## config.mk

```make
export PLATFORM = sky130hd
export DESIGN_NAME = ucode_bus_timer
export DESIGN_NICKNAME = d
export VERILOG_FILES = /design/src/rtl/ubt_pkg.sv /design/src/rtl/ubt_store.sv /design/src/rtl/ubt_lane_sel.sv /design/src/rtl/ubt_seq_ctrl.sv /design/src/rtl/ubt_pin_drive.sv /design/src/rtl/ucode_bus_timer.sv
export SDC_FILE = /design/constraint.sdc
export NUM_CORES = 1
export LEC_CHECK = 0
export CAP_MARGIN = 20
export CORE_MARGIN = 1.5
export CORE_UTILIZATION = 61
export DETAILED_ROUTE_END_ITERATION = 12
export PLACE_DENSITY = 0.78
export REMOVE_ABC_BUFFERS = 1
export SLEW_MARGIN = 25
export SYNTH_ARGS = -nofsm -noshare
export SYNTH_HDL_FRONTEND = slang
export SYNTH_SLANG_ARGS = --single-unit
```

## constraint.sdc

```tcl
create_clock -name clk_i -period 6 [get_ports clk_i]
set_clock_uncertainty 0.1 [all_clocks]
set_input_delay 1.2 -clock clk_i [delete_from_list [all_inputs] [get_ports clk_i]]
set_output_delay 1.2 -clock clk_i [all_outputs]
set_load 0.01 [all_outputs]
```

## src/rtl/ubt_pkg.sv

```systemverilog
package ubt_pkg;
  localparam int WORD_W   = 32;
  localparam int CS_HI    = 31;
  localparam int BS_HI    = 27;
  localparam int GP_HI    = 23;
  localparam int GP_N     = 6;
  localparam int LAST_BIT = 0;
  localparam int PH_N     = 4;

  typedef enum logic [1:0] {
    SZ_8  = 2'b00,
    SZ_16 = 2'b01,
    SZ_32 = 2'b10
  } port_size_e;
endpackage

```

## src/rtl/ubt_store.sv

```systemverilog
module ubt_store #(
  parameter int DEPTH = 64,
  parameter int WIDTH = 32,
  localparam int AW   = $clog2(DEPTH)
) (
  input  logic             clk_i,
  input  logic             wr_en_i,
  input  logic [AW-1:0]    wr_addr_i,
  input  logic [WIDTH-1:0] wr_data_i,
  input  logic [AW-1:0]    rd_addr_i,
  output logic [WIDTH-1:0] rd_data_o
);
  logic [WIDTH-1:0] mem_q [DEPTH];

  always_ff @(posedge clk_i) begin
    if (wr_en_i) mem_q[wr_addr_i] <= wr_data_i;
  end

  assign rd_data_o = mem_q[rd_addr_i];
endmodule

```

## src/rtl/ubt_lane_sel.sv

```systemverilog
module ubt_lane_sel
  import ubt_pkg::*;
#(
  parameter int N_LANES = 4,
  localparam int LW     = $clog2(N_LANES)
) (
  input  logic [1:0]         size_i,
  input  logic [LW-1:0]      addr_lo_i,
  output logic [N_LANES-1:0] lane_mask_o
);
  int unsigned grp;
  logic [LW-1:0] base;

  always_comb begin
    unique case (port_size_e'(size_i))
      SZ_8:    grp = 1;
      SZ_16:   grp = 2;
      default: grp = N_LANES;
    endcase
    // align the low address down to the group size
    base        = addr_lo_i & LW'(~(grp - 1));
    lane_mask_o = N_LANES'(((1 << grp) - 1) << base);
  end
endmodule

```

## src/rtl/ubt_seq_ctrl.sv

```systemverilog
module ubt_seq_ctrl
  import ubt_pkg::*;
#(
  parameter int DEPTH   = 64,
  parameter int N_BANKS = 8,
  parameter int N_LANES = 4,
  localparam int AW     = $clog2(DEPTH),
  localparam int BW     = $clog2(N_BANKS)
) (
  input  logic              clk_i,
  input  logic              rst_ni,
  input  logic              start_i,
  input  logic [AW-1:0]     start_idx_i,
  input  logic [BW-1:0]     bank_i,
  input  logic [N_LANES-1:0] lane_mask_i,
  input  logic [WORD_W-1:0] rd_data_i,
  output logic [AW-1:0]     rd_addr_o,
  output logic              run_o,
  output logic [1:0]        phase_o,
  output logic              done_o,
  output logic [BW-1:0]     bank_o,
  output logic [N_LANES-1:0] lanes_o,
  output logic [PH_N-1:0]   cs_f_o,
  output logic [PH_N-1:0]   bs_f_o,
  output logic [GP_N-1:0]   gp_f_o
);
  logic              run_q, done_q, last_q;
  logic [1:0]        phase_q;
  logic [AW-1:0]     ptr_q;
  logic [BW-1:0]     bank_q;
  logic [N_LANES-1:0] lanes_q;
  logic [PH_N-1:0]   cs_q, bs_q;
  logic [GP_N-1:0]   gp_q;
  logic              unused_rsvd;

  assign unused_rsvd = ^rd_data_i[GP_HI-GP_N:LAST_BIT+1];

  // idle: look at the requested start word; running: prefetch next word
  assign rd_addr_o = run_q ? ptr_q + AW'(1) : start_idx_i;

  always_ff @(posedge clk_i or negedge rst_ni) begin
    if (!rst_ni) begin
      run_q   <= 1'b0;
      done_q  <= 1'b0;
      last_q  <= 1'b0;
      phase_q <= '0;
      ptr_q   <= '0;
      bank_q  <= '0;
      lanes_q <= '0;
      cs_q    <= '1;
      bs_q    <= '1;
      gp_q    <= '0;
    end else begin
      done_q <= 1'b0;
      if (!run_q) begin
        if (start_i) begin
          run_q   <= 1'b1;
          phase_q <= '0;
          ptr_q   <= start_idx_i;
          bank_q  <= bank_i;
          lanes_q <= lane_mask_i;
          cs_q    <= rd_data_i[CS_HI -: PH_N];
          bs_q    <= rd_data_i[BS_HI -: PH_N];
          gp_q    <= rd_data_i[GP_HI -: GP_N];
          last_q  <= rd_data_i[LAST_BIT];
        end
      end else begin
        phase_q <= phase_q + 2'd1;
        if (phase_q == 2'd3) begin
          if (last_q) begin
            run_q  <= 1'b0;
            done_q <= 1'b1;
          end else begin
            ptr_q  <= ptr_q + AW'(1);
            cs_q   <= rd_data_i[CS_HI -: PH_N];
            bs_q   <= rd_data_i[BS_HI -: PH_N];
            gp_q   <= rd_data_i[GP_HI -: GP_N];
            last_q <= rd_data_i[LAST_BIT];
          end
        end
      end
    end
  end

  assign run_o   = run_q;
  assign phase_o = phase_q;
  assign done_o  = done_q;
  assign bank_o  = bank_q;
  assign lanes_o = lanes_q;
  assign cs_f_o  = cs_q;
  assign bs_f_o  = bs_q;
  assign gp_f_o  = gp_q;
endmodule

```

## src/rtl/ubt_pin_drive.sv

```systemverilog
module ubt_pin_drive
  import ubt_pkg::*;
#(
  parameter int N_BANKS = 8,
  parameter int N_LANES = 4,
  localparam int BW     = $clog2(N_BANKS)
) (
  input  logic               run_i,
  input  logic [1:0]         phase_i,
  input  logic [BW-1:0]      bank_i,
  input  logic [N_LANES-1:0] lanes_i,
  input  logic [PH_N-1:0]    cs_f_i,
  input  logic [PH_N-1:0]    bs_f_i,
  input  logic [GP_N-1:0]    gp_f_i,
  output logic [N_BANKS-1:0] cs_no,
  output logic [N_LANES-1:0] bs_no,
  output logic [GP_N-1:0]    gp_o
);
  logic cs_lvl, bs_lvl;

  // field MSB is T1, so quarter p reads bit (3 - p)
  assign cs_lvl = cs_f_i[~phase_i];
  assign bs_lvl = bs_f_i[~phase_i];

  for (genvar b = 0; b < N_BANKS; b++) begin : g_cs
    assign cs_no[b] = !(run_i && bank_i == BW'(b)) || cs_lvl;
  end

  for (genvar l = 0; l < N_LANES; l++) begin : g_bs
    assign bs_no[l] = !(run_i && lanes_i[l]) || bs_lvl;
  end

  for (genvar k = 0; k < GP_N; k++) begin : g_gp
    assign gp_o[k] = run_i && gp_f_i[GP_N-1-k];
  end
endmodule

```

## src/rtl/ucode_bus_timer.sv

```systemverilog
module ucode_bus_timer
  import ubt_pkg::*;
#(
  parameter int DEPTH   = 64,
  parameter int N_BANKS = 8,
  parameter int N_LANES = 4,
  localparam int AW     = $clog2(DEPTH),
  localparam int BW     = $clog2(N_BANKS),
  localparam int LW     = $clog2(N_LANES)
) (
  input  logic               clk_i,
  input  logic               rst_ni,
  input  logic               wr_en_i,
  input  logic [AW-1:0]      wr_addr_i,
  input  logic [WORD_W-1:0]  wr_data_i,
  input  logic               start_i,
  input  logic [AW-1:0]      start_idx_i,
  input  logic [BW-1:0]      bank_i,
  input  logic [1:0]         size_i,
  input  logic [LW-1:0]      addr_lo_i,
  output logic [N_BANKS-1:0] cs_no,
  output logic [N_LANES-1:0] bs_no,
  output logic [GP_N-1:0]    gp_o,
  output logic [1:0]         phase_o,
  output logic               busy_o,
  output logic               done_o
);
  logic [AW-1:0]      rd_addr;
  logic [WORD_W-1:0]  rd_data;
  logic [N_LANES-1:0] lane_mask, lanes;
  logic [BW-1:0]      bank;
  logic [PH_N-1:0]    cs_f, bs_f;
  logic [GP_N-1:0]    gp_f;
  logic               run;
  logic [1:0]         phase;

  ubt_store #(.DEPTH(DEPTH), .WIDTH(WORD_W)) u_store (
    .clk_i     (clk_i),
    .wr_en_i   (wr_en_i),
    .wr_addr_i (wr_addr_i),
    .wr_data_i (wr_data_i),
    .rd_addr_i (rd_addr),
    .rd_data_o (rd_data)
  );

  ubt_lane_sel #(.N_LANES(N_LANES)) u_lane (
    .size_i      (size_i),
    .addr_lo_i   (addr_lo_i),
    .lane_mask_o (lane_mask)
  );

  ubt_seq_ctrl #(.DEPTH(DEPTH), .N_BANKS(N_BANKS), .N_LANES(N_LANES)) u_ctrl (
    .clk_i       (clk_i),
    .rst_ni      (rst_ni),
    .start_i     (start_i),
    .start_idx_i (start_idx_i),
    .bank_i      (bank_i),
    .lane_mask_i (lane_mask),
    .rd_data_i   (rd_data),
    .rd_addr_o   (rd_addr),
    .run_o       (run),
    .phase_o     (phase),
    .done_o      (done_o),
    .bank_o      (bank),
    .lanes_o     (lanes),
    .cs_f_o      (cs_f),
    .bs_f_o      (bs_f),
    .gp_f_o      (gp_f)
  );

  ubt_pin_drive #(.N_BANKS(N_BANKS), .N_LANES(N_LANES)) u_pins (
    .run_i   (run),
    .phase_i (phase),
    .bank_i  (bank),
    .lanes_i (lanes),
    .cs_f_i  (cs_f),
    .bs_f_i  (bs_f),
    .gp_f_i  (gp_f),
    .cs_no   (cs_no),
    .bs_no   (bs_no),
    .gp_o    (gp_o)
  );

  assign busy_o  = run;
  assign phase_o = phase;
endmodule

```

==> run_results.csv, run 1 <==
group,metric,value,unit
cells_and_area,fill_cells,4089,
power_and_ir_drop,p_switching,9.25,mW
global_route,antenna_found_initial,5,
clock_tree,cts_sinks,992,
timing,rsz0062_at_grt,"false",
yosys,syn_inst,2794,
hold_path,holdCritPathClass,"reg2reg",
clock_tree,ctsHtreeMaxLevel,3,
cells_and_area,seq_area,29600,sq um
critical_path,path_class,"reg2out",
timing,fin_tns_setup,0,ns
yosys,yosysSeqAreaShare,0.735,
floorplanning,die_x,260,um
power_and_ir_drop,pwr-share-comb,0.413,
cells_and_area,layout.cells.non_filler,3790,
placed_design,dpl_worst_slack,1.06,ns
clock_tree,cts_root_buffer,"clkbuf_16",
drt,drt-pass1-iter-count,6,
cells_and_area,syn2layout_area_growth,11.8,%
critical_path,worst-r2r-setup-slack,1.51,ns
critical_path,cp.arrival,3.20,ns
placed_design,placed_area,42000,sq um
floorplanning,coreArea,65600,sq um
critical_path,crit_path_start,"u_ctrl.run_o",
timing,final-setup-viol-count,0,
hold_path,hp-start,"u_ctrl.lanes_o[0]",
floorplanning,fp.dieH,260,um
drt,wl_per_cell,27.6,um
clock_tree,path_clk_slew,0.06,ns
power_and_ir_drop,clkPwrFrac,0.249,
power_and_ir_drop,intPower,14.2,mW
critical_path,r2r_end,"u_ctrl.gp_f_o[1]",
floorplanning,rows,94,
clock_tree,clockBufferDepth,3,
clock_tree,numCtsBuffers,92,
critical_path,r2r-start,"u_ctrl.run_o",
global_route,grt_pass1_vias,25200,
global_route,grt_overflow,0,
yosys,synth_ff_type,"edfxtp_1",
global_route,track_usage,0.308,
clock_tree,ctsResizeCount,0,
yosys,syn_avg_cell_area,14.4,sq um
power_and_ir_drop,seqPwrFrac,0.338,
drt,post_drt_via_cell_ratio,6.84,
critical_path,reg2regPathDepth,9,
yosys,ys_ff_latch,992,
critical_path,cp_data_required_time,4.70,ns
cells_and_area,fin_area,45100,sq um
power_and_ir_drop,finalPower,23.5,mW
placed_design,dpl.cell_count,3615,
clock_tree,post_cts_buffers,0,
power_and_ir_drop,static-leakage-power,15.0,nW
timing,tightest_slew,1.06,ns
placed_design,place_hpwl,58300,um
placed_design,gp_congestion,1.01,
global_route,grt_start_max_net_pins,113,
clock_tree,cts_hold_buf,0,
power_and_ir_drop,worst_ir_drop_vdd,0.000687,V
timing,slew_headroom,0.286,
yosys,syn_area,40300,sq um
power_and_ir_drop,power.density,521,nW/um^2
job,drv_cap,0,
timing,period_needed,4.50,ns
cells_and_area,multi_input_area,9890,sq um
drt,drtAntennaViolNets,0,
outcome,status,"complete, no violations",
yosys,yosys_warnings,0,
placed_design,port_buffers,59,
drt,drt_iter0_markers,3997,
cells_and_area,layout_common_cells,"edfxtp_1, nand2_1, nor2_1",
global_route,grt_pass1_wl,154000,um
cells_and_area,layout-drive-gt1-share,0.111,
yosys,synth_cell_type_count,69,
yosys,synth_edf_count,960,
floorplanning,dieArea,67700,sq um
drt,drc,0,
critical_path,start_kind,"register",
cells_and_area,final_common_cell,"edfxtp_1",
critical_path,path_max_fanout,46,
critical_path,endpoint_kind,"output pin",
critical_path,crit_end,"cs_no[7]",
timing,fmax,222,MHz
yosys,async_flop_share,0.0323,
clock_tree,insertion_delay,0.66,ns
floorplanning,num_io_pins,77,
timing,min_period_over_period,0.751,
power_and_ir_drop,swShare,0.394,
timing,slew_violations,0,
timing,setup_slack,1.50,ns
cells_and_area,nets,2904,
floorplanning,initial_core_util,0.615,
clock_tree,tritoncts,"done",
drt,vias,25900,
drt,finalWirelength,105000,um
timing,finalHoldViolations,0,
-- worst max-delay path, cell delays in order (launching register included) --
cell             delay (ns)
dfrtp_2                0.98
clkinv_1               0.35
nor3b_1                0.53
nand3_1                0.16
clkdlybuf4s50_1        0.53
-- through the flow --
step	hold WS, ns	util
after floorplan	0.350	-
after global placement	0.367	0.640
after detailed placement	0.378	0.640
after CTS	0.393	0.686
after global routing	0.405	0.687
final	0.392	0.687
-- layer usage --
layer,GRT usage,vias to the layer above,wire (um)
met2,0.477,1861,49000
li1,-,11000,-
met4,0.123,6,3480
met5,0,-,40
met1,0.427,12800,38500
met3,0.0735,240,13600
-- area by class of cell --
class                      instances  area share
tap                              864      0.0240
antenna                            1   0.0000555
sequential                       992       0.657
timing repair buffer             164      0.0319
inverter                           6    0.000499
clock buffer                     114      0.0550
multi-input combinational       1590       0.219
clock inverter                    59      0.0121
-- logic make-up (layout without fill, tap and decap cells) --
group,Yosys count,count (layout),synth area share
compound gates,558,558,0.104
xor+xnor,4,4,0.00105
fa+ha+maj,3,3,0.000931
buf+inv,212,343,0.0235
flops,992,992,0.735
mux,72,72,0.0286
other cells,0,1,0
simple gates,953,953,0.107
-- sequential cells by signal, summed over array words and instances (netlist names) --
register        cells
u_ctrl.ptr_q        6
u_ctrl.phase_o      2
u_store.mem_q     960
u_ctrl.gp_f_o       6
u_ctrl.run_o        1
u_ctrl.lanes_o      4
u_ctrl.bs_f_o       4
u_ctrl.last_q       1
u_ctrl.done_o       1
u_ctrl.cs_f_o       4
u_ctrl.bank_o       3
-- worst min-delay path by stage --
stage / endpoint / slack (ns) / cells past startpoint
2_1_floorplan: u_ctrl.lanes_o[2] / 0.35 / 1
3_3_place_gp: u_ctrl.lanes_o[3] / 0.37 / 2
3_5_place_dp: u_ctrl.lanes_o[3] / 0.38 / 2
4_1_cts: u_ctrl.lanes_o[0] / 0.39 / 1
5_1_grt: u_ctrl.lanes_o[0] / 0.41 / 1
6_report: u_ctrl.lanes_o[0] / 0.39 / 1
-- power groups by stage --
stage                     registers, mW  logic, mW  clock network [mW]
after floorplan                    8.01       6.08                   0
after global placement             8.05       8.96                   0
after detailed placement           8.07       9.30                   0
after CTS                          7.92       9.42                5.87
after global routing               7.94       10.3                6.12
final                              7.93       9.70                5.85
-- cells in the mapped netlist, types with 37 or more instances --
library cell	n	area share
nand3_1	41	0.0051
nor2_1	268	0.025
and3_1	185	0.029
edfxtp_1	960	0.71
o41ai_1	47	0.010
o2111ai_1	37	0.0080
clkbuf_1	124	0.012
buf_2	56	0.0069
o21ai_0	69	0.0086
a211oi_1	134	0.025
nand2_1	382	0.036
a311oi_1	56	0.012
Note: power is estimated with default switching activity, not from simulation.
==> run 2: changes to the inputs <==
CORE_UTILIZATION = 56   (was 61)
PLACE_DENSITY = 0.76   (was 0.78)
clock period = 4 ns   (was 6 ns; I/O delays follow)
==> run 2 against run 1 <==
Global-route usage decreased by 2.6 points. Die area increased by 8.8%. Clock power increased by 52%. Largest cell class unchanged. Largest power group unchanged. Highest routed layer unchanged.
==> run_results.csv, run 2 (synthesized netlist as in run 1, its figures left out) <==
group,metric,value,unit
clock_tree,cts_sinks,992,
timing,final-setup-viol-count,0,
timing,slew_violations,0,
cells_and_area,syn2layout_area_growth,14.2,%
timing,fin_tns_setup,0,ns
drt,drt-pass1-iter-count,6,
critical_path,worst-r2r-setup-slack,0.43,ns
critical_path,start_kind,"register",
placed_design,port_buffers,59,
global_route,grt_start_max_net_pins,70,
critical_path,endpoint_kind,"output pin",
power_and_ir_drop,static-leakage-power,15.5,nW
placed_design,gp_congestion,0.923,
cells_and_area,fin_area,46100,sq um
floorplanning,die_x,271,um
cells_and_area,top_register,"u_store.mem_q",
cells_and_area,nets,2986,
cells_and_area,final_common_cell,"edfxtp_1",
drt,drtAntennaViolNets,0,
critical_path,cp_data_required_time,3.10,ns
timing,rsz0062_at_grt,"false",
cells_and_area,largest_reg_flops,960,
floorplanning,num_io_pins,77,
drt,drc,0,
cells_and_area,final_util,0.646,
clock_tree,path_clk_slew,0.06,ns
timing,slew_headroom,0.381,
cells_and_area,layout-drive-gt1-share,0.130,
drt,vias,25900,
clock_tree,cts_hold_buf,0,
timing,min_period_over_period,0.951,
global_route,grt_pass1_wl,155000,um
critical_path,path_max_fanout,29,
outcome,status,"complete, no violations",
floorplanning,coreArea,71400,sq um
floorplanning,fp.dieH,271,um
job,drv_cap,0,
critical_path,path_class,"reg2out",
timing,period_needed,3.81,ns
global_route,track_usage,0.282,
floorplanning,rows,98,
clock_tree,ctsHtreeMaxLevel,3,
cells_and_area,seq_area,29600,sq um
timing,fmax,263,MHz
drt,post_drt_via_cell_ratio,6.55,
drt,finalWirelength,105000,um
floorplanning,initial_core_util,0.565,
drt,wl_per_cell,26.5,um
power_and_ir_drop,worst_ir_drop_vdd,0.000623,V
placed_design,placed_area,43000,sq um
timing,finalHoldViolations,0,
clock_tree,insertion_delay,0.66,ns
timing,setup_slack,0.194,ns
clock_tree,cts_root_buffer,"clkbuf_16",
power_and_ir_drop,power.density,793,nW/um^2
placed_design,dpl_worst_slack,0.0927,ns
global_route,antenna_found_initial,1,
global_route,grt_pass1_vias,25300,
clock_tree,tritoncts,"done",
placed_design,place_hpwl,61100,um
clock_tree,numCtsBuffers,93,
timing,tightest_slew,0.928,ns
drt,drt_iter0_markers,3620,
cells_and_area,fill_cells,4823,
critical_path,cp.arrival,2.91,ns
global_route,grt_overflow,0,
cells_and_area,multi_input_area,9840,sq um
clock_tree,clockBufferDepth,3,
floorplanning,dieArea,73600,sq um
hold_path,holdCritPathClass,"in2async",
cells_and_area,layout_common_cells,"edfxtp_1, nand2_1, nor2_1",
## run 2: worst max-delay path, stage by stage (launching register included)
cell	delay [ns]
dfrtp_4	0.67
clkinv_1	0.22
buf_4	0.21
nor3_1	0.45
nand3_1	0.17
clkdlybuf4s50_1	0.52
## run 2: per-stage QoR
stage                     power, mW  hold WS [ns]  instances
after global placement         27.0         0.365       3783
after CTS                      36.3         0.105       3955
final                          36.5         0.114       3956
after global routing           38.0         0.161       3955
after floorplan                20.3         0.350       2588
after detailed placement       27.4         0.370       3783
## run 2: area by class of cell
type                            count  area share
Tap cell                          950      0.0258
Clock inverter                     48      0.0116
Inverter                            6    0.000489
Sequential cell                   992       0.643
Multi-Input combinational cell   1590       0.214
Clock buffer                      124      0.0549
Antenna cell                        1   0.0000543
Timing Repair Buffer              245      0.0503
## run 2: worst paths after layout
path | start | cells after the start | end
setup / recovery | u_ctrl.run_o | 5 | cs_no[3]
hold / removal | rst_ni | 1 | u_ctrl.bank_o[1]
setup reg to reg | u_ctrl.ptr_q[0] | 9 | u_ctrl.bs_f_o[3]
hold reg to reg | u_ctrl.lanes_o[1] | 2 | u_ctrl.lanes_o[1]
max in group asynchronous | rst_ni | 1 | u_ctrl.run_o
min in group clk_i | u_ctrl.lanes_o[1] | 2 | u_ctrl.lanes_o[1]
## run 2: repair_timing
item | in CTS | in global routing
gates resized for setup | 0 | 1
endpoints found under the setup margin | 0 | 6
buffers inserted | 0 | 0
## run 2: metal layers
layer	part of all wire	GRT usage	vias to the layer above	wire length (um)
li1	-	-	11200	-
met1	0.38	0.386	12900	40200
met2	0.48	0.452	1529	49900
met3	0.11	0.0537	235	11100
met4	0.035	0.109	2	3630
met5	0.00010	0	-	11
## run 2: power by group
| part | internal (mW) | total (mW) | switching [mW] |
|---|---|---|---|
| logic | 5.80 | 15.8 | 9.97 |
| registers | 11.7 | 11.9 | 0.220 |
| clock network | 5.16 | 8.89 | 3.73 |
